==> src/rtl/bufPtrPkg.sv <==
`timescale 1ns/1ps
package bufPtrPkg;
  localparam int REG_W = 16;
  localparam int PTR_W = REG_W - 5;
  localparam int BIT_RCV = REG_W - 1;
  localparam int BIT_AUTO = REG_W - 2;
  localparam int BIT_DIR = REG_W - 3;

  typedef struct packed {
    logic load;
    logic advance;
    logic push;
    logic pop;
    logic rdBeat;
  } ptrStrobes_t;
endpackage

==> src/rtl/bufPtrCtrl.sv <==
`timescale 1ns/1ps
module bufPtrCtrl
  import bufPtrPkg::*;
(
  input  logic        regWrEn,
  input  logic        dataStb,
  input  logic        readDir,
  input  logic        autoInc,
  input  logic        fifoEmpty,
  input  logic        fifoFull,
  input  logic        bufWrAck,
  output ptrStrobes_t strobes,
  output logic        regWrRdy,
  output logic        dataRdy
);
  logic writeBeat;
  logic beatTaken;

  always_comb begin
    writeBeat = dataStb && !readDir;
    dataRdy = readDir || !fifoFull;
    beatTaken = dataStb && dataRdy;
    regWrRdy = fifoEmpty && !writeBeat;
    strobes.load = regWrEn && regWrRdy;
    strobes.advance = beatTaken && autoInc && !strobes.load;
    strobes.push = beatTaken && !readDir;
    strobes.pop = bufWrAck && !fifoEmpty;
    strobes.rdBeat = dataStb && readDir;
  end
endmodule

==> src/rtl/bufPtrData.sv <==
`timescale 1ns/1ps
module bufPtrData
  import bufPtrPkg::*;
#(
  parameter int BEAT_BYTES = 4
) (
  input  logic             clk,
  input  logic             rstN,
  input  ptrStrobes_t      strobes,
  input  logic [REG_W-1:0] wrValue,
  input  logic             notEmpty,
  output logic             rcvSel,
  output logic             autoInc,
  output logic             readDir,
  output logic [PTR_W-1:0] ptrAddr,
  output logic [PTR_W-1:0] ptrRaw,
  output logic [REG_W-1:0] rdValue
);
  localparam int ALIGN_BITS = $clog2(BEAT_BYTES);

  logic [PTR_W-1:0] ptrQ;

  always_ff @(posedge clk) begin
    if (!rstN) begin
      rcvSel <= 1'b0;
      autoInc <= 1'b0;
      readDir <= 1'b0;
      ptrQ <= '0;
    end else if (strobes.load) begin
      rcvSel <= wrValue[BIT_RCV];
      autoInc <= wrValue[BIT_AUTO];
      readDir <= wrValue[BIT_DIR];
      ptrQ <= wrValue[PTR_W-1:0];
    end else if (strobes.advance) begin
      ptrQ <= ptrQ + PTR_W'(BEAT_BYTES);
    end
  end

  always_comb begin
    ptrRaw = ptrQ;
    ptrAddr = {ptrQ[PTR_W-1:ALIGN_BITS], {ALIGN_BITS{1'b0}}};
    rdValue = {rcvSel, autoInc, readDir, 1'b0, notEmpty, ptrQ};
  end
endmodule

==> src/rtl/bufPtrFifo.sv <==
`timescale 1ns/1ps
module bufPtrFifo
  import bufPtrPkg::*;
#(
  parameter int DATA_W = 32,
  parameter int FIFO_BYTES = 12
) (
  input  logic              clk,
  input  logic              rstN,
  input  ptrStrobes_t       strobes,
  input  logic              inArea,
  input  logic [PTR_W-1:0]  inAddr,
  input  logic [DATA_W-1:0] inData,
  output logic              empty,
  output logic              full,
  output logic              outArea,
  output logic [PTR_W-1:0]  outAddr,
  output logic [DATA_W-1:0] outData
);
  localparam int DEPTH = FIFO_BYTES / (DATA_W / 8);
  localparam int IW = (DEPTH > 1) ? $clog2(DEPTH) : 1;
  localparam int CW = $clog2(DEPTH + 1);
  localparam int EW = 1 + PTR_W + DATA_W;

  logic [EW-1:0] store [DEPTH];
  logic [IW-1:0] headIdx;
  logic [IW-1:0] tailIdx;
  logic [CW-1:0] count;

  function automatic logic [IW-1:0] nextIdx(input logic [IW-1:0] idx);
    return (idx == IW'(DEPTH - 1)) ? '0 : idx + 1'b1;
  endfunction

  always_ff @(posedge clk) begin
    if (!rstN) begin
      headIdx <= '0;
      tailIdx <= '0;
      count <= '0;
    end else begin
      if (strobes.push) tailIdx <= nextIdx(tailIdx);
      if (strobes.pop) headIdx <= nextIdx(headIdx);
      if (strobes.push && !strobes.pop) count <= count + 1'b1;
      else if (strobes.pop && !strobes.push) count <= count - 1'b1;
    end
  end

  always_ff @(posedge clk) begin
    if (strobes.push) store[tailIdx] <= {inArea, inAddr, inData};
  end

  always_comb begin
    empty = (count == '0);
    full = (count == CW'(DEPTH));
    {outArea, outAddr, outData} = store[headIdx];
  end
endmodule

==> src/rtl/bufPtrReg.sv <==
`timescale 1ns/1ps
module bufPtrReg
  import bufPtrPkg::*;
#(
  parameter int DATA_W = 32,
  parameter int FIFO_BYTES = 12
) (
  input  logic              clk,
  input  logic              rstN,
  input  logic              regWrEn,
  input  logic [REG_W-1:0]  regWrData,
  output logic              regWrRdy,
  output logic [REG_W-1:0]  regRdData,
  input  logic              dataStb,
  input  logic [DATA_W-1:0] dataWrData,
  output logic              dataRdy,
  output logic              bufRdEn,
  output logic [PTR_W-1:0]  bufRdAddr,
  output logic              bufArea,
  output logic              bufWrEn,
  output logic [PTR_W-1:0]  bufWrAddr,
  output logic [DATA_W-1:0] bufWrData,
  output logic              bufWrArea,
  input  logic              bufWrAck
);
  ptrStrobes_t strobes;
  logic rcvSel, autoInc, readDir;
  logic fifoEmpty, fifoFull;
  logic [PTR_W-1:0] ptrAddr;
  logic [PTR_W-1:0] ptrRaw;

  bufPtrCtrl uCtrl (
    .regWrEn(regWrEn), .dataStb(dataStb), .readDir(readDir), .autoInc(autoInc),
    .fifoEmpty(fifoEmpty), .fifoFull(fifoFull), .bufWrAck(bufWrAck),
    .strobes(strobes), .regWrRdy(regWrRdy), .dataRdy(dataRdy)
  );

  bufPtrData #(.BEAT_BYTES(DATA_W / 8)) uData (
    .clk(clk), .rstN(rstN), .strobes(strobes), .wrValue(regWrData),
    .notEmpty(!fifoEmpty), .rcvSel(rcvSel), .autoInc(autoInc), .readDir(readDir),
    .ptrAddr(ptrAddr), .ptrRaw(ptrRaw), .rdValue(regRdData)
  );

  bufPtrFifo #(.DATA_W(DATA_W), .FIFO_BYTES(FIFO_BYTES)) uFifo (
    .clk(clk), .rstN(rstN), .strobes(strobes), .inArea(rcvSel), .inAddr(ptrAddr),
    .inData(dataWrData), .empty(fifoEmpty), .full(fifoFull), .outArea(bufWrArea),
    .outAddr(bufWrAddr), .outData(bufWrData)
  );

  always_comb begin
    bufRdEn = strobes.rdBeat;
    bufRdAddr = ptrAddr;
    bufArea = rcvSel;
    bufWrEn = !fifoEmpty;
  end
endmodule

==> config.mk <==
export PLATFORM = sky130hd
export DESIGN_NAME = bufPtrReg
export DESIGN_NICKNAME = d
export VERILOG_FILES = /design/src/rtl/bufPtrPkg.sv /design/src/rtl/bufPtrCtrl.sv /design/src/rtl/bufPtrData.sv /design/src/rtl/bufPtrFifo.sv /design/src/rtl/bufPtrReg.sv
export SDC_FILE = /design/constraint.sdc
export NUM_CORES = 1
export LEC_CHECK = 0
export ABC_AREA = 1
export BUFFER_PORTS_ARGS = -buffer_cell sky130_fd_sc_hd__buf_4
export CORE_MARGIN = 2
export CORE_UTILIZATION = 55
export CTS_BUF_LIST = sky130_fd_sc_hd__clkbuf_2
export CTS_CLUSTER_DIAMETER = 50
export DETAILED_ROUTE_END_ITERATION = 6
export GPL_TIMING_DRIVEN = 0
export PLACE_DENSITY = 0.81
export SLEW_MARGIN = 10
export SYNTH_ARGS = -nofsm -noshare
export SYNTH_HDL_FRONTEND = slang
export SYNTH_SLANG_ARGS = --single-unit
==> constraint.sdc <==
create_clock -name clk -period 4.36 [get_ports clk]
set_input_delay 0 -clock clk [delete_from_list [all_inputs] [get_ports clk]]
set_output_delay 0 -clock clk [all_outputs]
set_load 0.01 [all_outputs]
==> results of run 1 <==
[cell usage after synthesis]
cell | instances | area [sq um]
edfxtp_1 | 126 | 3780
a21oi_1 | 102 | 510
nand2_1 | 75 | 282
nor2_1 | 50 | 188
inv_1 | 33 | 124
dfxtp_1 | 22 | 440
nand3_1 | 21 | 105
buf_4 | 19 | 143
clkbuf_1 | 16 | 60.1
o21ai_0 | 15 | 75.1
nand4_1 | 4 | 25.0
buf_2 | 3 | 15.0
nor3_1 | 3 | 15.0
clkinv_1 | 2 | 7.51
ha_1 | 2 | 25.0
inv_2 | 2 | 7.51
nand2_2 | 2 | 12.5
or2_2 | 2 | 12.5
a211oi_1 | 1 | 7.51
a21oi_2 | 1 | 8.76
buf_6 | 1 | 11.3
conb_1 | 1 | 3.75
nand2_4 | 1 | 11.3
nand3_4 | 1 | 17.5
nor2_4 | 1 | 11.3
o21ai_1 | 1 | 5.00
xor2_1 | 1 | 8.76
[logic make-up (layout without fill, tap and decap cells)]
| logic type | after synthesis | count (layout) | synth area share, % |
|---|---|---|---|
| AND/OR/NAND/NOR | 160 | 160 | 11.5 |
| other | 1 | 5 | 0.0634 |
| flip-flops | 148 | 148 | 71.4 |
| buffers and inverters | 76 | 333 | 6.22 |
| adder cells (fa/ha/maj) | 2 | 2 | 0.423 |
| AO/OA/AOI/OAI | 120 | 120 | 10.3 |
| XOR/XNOR | 1 | 1 | 0.148 |
[critical path: stages (launching register included)]
cell and delay [ns]:
dfxtp_1 0.43, inv_1 0.13, nand2_2 0.14, nand4_1 0.08, dlygate4sd3_1 0.56, nand2_1 0.08, dlygate4sd3_1 0.56, nand2_1 0.06
dlygate4sd3_1 0.55, a21oi_1 0.12, dlygate4sd3_1 0.55
[metal layers]
layer,GRT usage (%),vias up,part of all wire (%)
met5,0,-,0
met4,9.34,0,1.6
met3,6.54,25,6.6
met2,46.8,185,52
met1,28.9,2286,40
li1,-,2253,-
[timing repair]
item	CTS	global route
hold endpoints to repair	124	3
hold buffers	95	3
resized for setup	0	0
[metrics by stage]
step	TNS, ns	cells
finish	0	905
global route	0	905
CTS	0	902
detailed placement	0	775
global placement	-66.76	769
floorplan	0	512
[placed cells by master (no fill, tap or decap), types with 4 or more instances in the layout]
cell           instances
inv_4                  4
nand3_1               21
a21oi_1              102
o21ai_0               15
nand2_1               75
clkbuf_2              17
clkinv_1               6
dlygate4sd3_1         98
edfxtp_1             126
nor2_1                50
inv_1                 31
clkbuf_1              16
dfxtp_1               22
conb_1                 5
inv_2                  4
buf_4                143
nand4_1                4
[power groups by stage]
stage / Sequential, mW / Clock (mW) / Combinational, mW
2_1_floorplan: 1.88 / 0 / 0.807
3_3_place_gp: 1.89 / 0 / 1.45
3_5_place_dp: 1.89 / 0 / 1.51
4_1_cts: 1.86 / 0.681 / 1.63
5_1_grt: 1.88 / 0.741 / 1.79
6_report: 1.86 / 0.671 / 1.65
[worst max-delay path by stage]
| stage | to | start |
|---|---|---|
| after global placement | uFifo.store[2][22] | uData.readDir |
| after detailed placement | uFifo.store[2][17] | uData.readDir |
| after global routing | uData.ptrRaw[10] | uData.readDir |
| final | uData.ptrRaw[10] | uData.readDir |
| after CTS | uData.ptrRaw[10] | uData.readDir |
| after floorplan | uFifo.store[2][0] | uData.readDir |
[flip-flops by register name, summed over array words and instances (netlist names), named ones only]
name	cells
uFifo.store	126
uData.ptrRaw	11
uFifo.count	2
uFifo.headIdx	2
uFifo.tailIdx	2
uData.autoInc	1
uData.rcvSel	1
uData.readDir	1
[area by class of cell]
type                            instances  area (sq um)
Sequential cell                       148          4220
Buffer                                 39           229
Clock inverter                         15           110
Fill cell                             606          2110
Inverter                               37           139
Timing Repair Buffer                  225          1960
Multi-Input combinational cell        288          1340
Clock buffer                           17          85.1
Tap cell                              136           170
==> results.ini, run 1 <==
[drt]
routed_wirelength_um=14600
avgViaCountPerCell=5.25
drt-initial-drc-count=309
final_antenna_net_count=0
first_pass_iters=5
routedWlPerCell_um=16.1
vias=4749
drc_errors=0

[timing]
period_share_pct=76.1
fin_ws_ns=1.04
fin_worst_skew_ns=0.0577
tightest_slew_ns=0.614
hold_viol_final=0
rsz0062_at_grt=no
slew_violations=0
fin_crit_ns=3.32
max_freq_mhz=301
maxSlewHeadroom_pct=58.8
holdWs_ns=0.0540
final-setup-viol-count=0

[global_route]
grt_usage_pct=25.7
grt_max_degree=27
first_global_vias=4822
grt_overflow=0
grt_antenna_before_repair=0
grt_first_pass_wirelength_um=22500

[finish]
final_core_util_pct=79.7
fin_nets=811
n_antenna_cell=0
final_cell_area_sq_mm=0.00826
drive_above_1_share_pct=24.8
area_delta_synth_final_pct=39.7

[placement]
gp_congestion=0.821
dp_hpwl_um=8540
numPortBuffers=121
place_area_sq_mm=0.00709
place_ws_ns=2.28

[power]
irDropWorstVdd_mv=0.333
p_per_area_mw_per_mm2=506
clkPwrFrac_pct=16.0
p_comb_share_pct=39.4
total_power_mw=4.18
switching_power_mw=1.47
p_int_mw=2.71
swShare_pct=35.3
p_leak_nw=3.37
power_frac_seq_pct=44.6

[critical_path]
start_kind=register
crit_path_max_fanout=5
cp.required_ns=5.01
crit_arrival_ns=3.97
ff2ff_path_depth=10
r2r-end=uData.ptrRaw[10]
rrSetupSlack_ns=1.04
critPathKind=reg2reg
crit_path_end_kind=register
rr_startpoint=uData.readDir

[clock_network]
numCtsBuffers=17
cts_root_buf=clkbuf_2
cts_tree=built
clock_path_buffers=2
insertion_delay_ns=0.70
cts_sinks=148
cts.clk_slew.worst_paths_ns=0.23
cts_setup_buffers=0
htreeDepth=4

[run]
drv_cap=0

[die]
num_rows=37
ioPinCount=129
die_y_um=108
die_w_um=108
initial_core_util_pct=57.0
core_sq_mm=0.0104
die_area_sq_mm=0.0116

[worst_hold_path]
hp-class=in2reg
min-delay-start=dataWrData[20]
min_to=uFifo.store[0][20]
hold_depth=2

[logic_synthesis]
avgSynthCellArea_sq_um=11.6
yosysWarnings=0
netlist_instances=508
synth_cell_types=27
seq_area_frac_synth_pct=71.4
syn_area_sq_mm=0.00592
ys_ff_latch=148

[outcome]
outcome=completed

Note: power is estimated with default switching activity, not from simulation.
==> inputs of run 2 (changes only) <==
Settings changed: CORE_UTILIZATION 55 to 51, PLACE_DENSITY 0.81 to 0.79.
Clock period 4.36 ns to 2.75 ns, I/O delays scaled along.
==> run 2 against run 1 <==
Net effect:
- design area increased by 1.3%
- core utilization decreased by 6.0 points
- setup slack got worse by 0.95 ns
- sequential share of layout area decreased by 0.60 points
- hold slack got worse by 0.0018 ns
- combinational power increased by 60%
- critical endpoint is now uData.ptrRaw[7]
- highest routed layer unchanged
==> results.ini, run 2 (synthesized netlist as in run 1, its figures left out) <==
[outcome]
outcome=completed

[power]
p_per_area_mw_per_mm2=833
p_leak_nw=3.41
irDropWorstVdd_mv=0.578

[die]
num_rows=39
initial_core_util_pct=52.0
core_sq_mm=0.0114
die_y_um=112
ioPinCount=129
die_area_sq_mm=0.0125
die_w_um=112

[finish]
largest_register=uFifo.store
final_cell_area_sq_mm=0.00837
largest_reg_flops=126
fillers=758
area_delta_synth_final_pct=41.6
final_common_cell=buf_4
fin_cells=909
drive_above_1_share_pct=25.6
fin_nets=809
final_cell_mix=buf_4, edfxtp_1, a21oi_1, dlygate4sd3_1, nand2_1
n_antenna_cell=0
final_core_util_pct=73.7

[global_route]
use_met2_pct=44.0
grt_antenna_before_repair=0
grt_overflow=0
grt_usage_pct=24.1
grt_busiest_layer=met2
gr-usage-met1_pct=27.9
first_global_vias=4865
grt_max_degree=32
grt_use_met3_pct=6.04
grt_first_pass_wirelength_um=23300

[worst_hold_path]
hp-class=in2reg

[clock_network]
numCtsBuffers=17
cts_sinks=148
htreeDepth=4
cts.clk_slew.worst_paths_ns=0.21
insertion_delay_ns=0.69
cts_root_buf=clkbuf_2
cts_tree=built
clock_path_buffers=2

[timing]
fin_crit_ns=2.66
period_share_pct=96.6
slew_violations=0
fin_worst_skew_ns=0.0336
max_freq_mhz=376
rsz0062_at_grt=no
final-setup-viol-count=0
tightest_slew_ns=0.742
tns_ns=0
maxSlewHeadroom_pct=50.4
hold_viol_final=0

[critical_path]
path_common_cell=dlygate4sd3_1
crit_path_end_kind=register
cp_cell_sequence=nor2_4 -> nand4_1 -> dlygate4sd3_1 -> nand2_1 -> dlygate4sd3_1 -> inv_1 -> nand2_1 -> dlygate4sd3_1 -> a21oi_1
critPathKind=reg2reg
crit_path_max_fanout=6
critPathSlowestCell=dlygate4sd3_1
cp.required_ns=3.32
start_kind=register
slowest_delay_ns=0.56
crit_arrival_ns=3.22

[placement]
place_area_sq_mm=0.00711
dp_hpwl_um=8530
post-place-cells=781
numPortBuffers=121
gp_congestion=0.825

[run]
drv_cap=0

[drt]
drt-initial-drc-count=301
routedWlPerCell_um=16.4
first_pass_iters=7
final_antenna_net_count=0
routed_wirelength_um=14900
drc_errors=0
avgViaCountPerCell=5.18
vias=4707

[run 2: cell types whose count changed in the layout (fill, tap and decap cells not counted), sizes merged]
cell | before | now
buf | 150 | 151
bufinv | 1 | 5
clkinvlp | 1 | 0
clkbuf | 33 | 34
inv | 40 | 35
dlygate4sd3 | 98 | 95
[run 2: what timing repair did]
action	4_1_cts	5_1_grt
hold buffers	89	8
buffers inserted	0	2
endpoints found under the setup margin	0	3
endpoints found under the hold margin	129	23
gates resized for setup	0	7
[run 2: critical path, delay by kind of cell, from the launching register on]
| family | cells | cell delay [ns] |
|---|---|---|
| buf+inv | 4 | 1.69 |
| flops | 1 | 0.41 |
| simple gates | 4 | 0.38 |
| compound gates | 1 | 0.06 |
[run 2: layout make-up]
type | count | area, sq um | share of cell area (%)
sequential | 148 | 4230 | 50.5
timing repair buffer | 223 | 1960 | 23.4
clock buffer | 18 | 90.1 | 1.08
tap | 143 | 179 | 2.14
inverter | 37 | 139 | 1.66
clock inverter | 13 | 189 | 2.26
multi-input combinational | 288 | 1360 | 16.2
buffer | 39 | 229 | 2.73
[run 2: stage by stage]
step / worst slack (ns) / power [mW] / hold WS, ns
after floorplan: 0.0653 / 4.25 / 0.0628
after global placement: -1.11 / 5.29 / 0.192
after detailed placement: 0.743 / 5.39 / 0.196
after CTS: 0.0429 / 6.94 / 0.000375
after global routing: 0.00480 / 7.36 / 0.00334
final: 0.0923 / 6.98 / 0.0522
[run 2: report_power, final]
part           internal, mW  total, mW  switching [mW]  leakage [nW]
logic                  1.22       2.64            1.42          1.88
clock network         0.673       1.39           0.716         0.168
registers              2.78       2.95           0.169          1.35
total                  4.67       6.98            2.30          3.41
[run 2: path summary, 6_finish.rpt]
kind,startpoint,endpoint,slack [ns],depth (start not counted)
max,uFifo.count[0],uData.ptrRaw[7],0.09,9
min,dataWrData[28],uFifo.store[0][28],0.05,2
max reg2reg,uFifo.count[0],uData.ptrRaw[7],0.09,9
min reg2reg,uFifo.headIdx[0],uFifo.headIdx[0],0.50,2
[run 2: metal layers]
metal	part of all wire, %	wire length, um	vias to the layer above
li1	-	-	2248
met1	38	5680	2233
met2	54	7970	201
met3	6.3	940	25
met4	1.8	272	0
met5	0	0	-
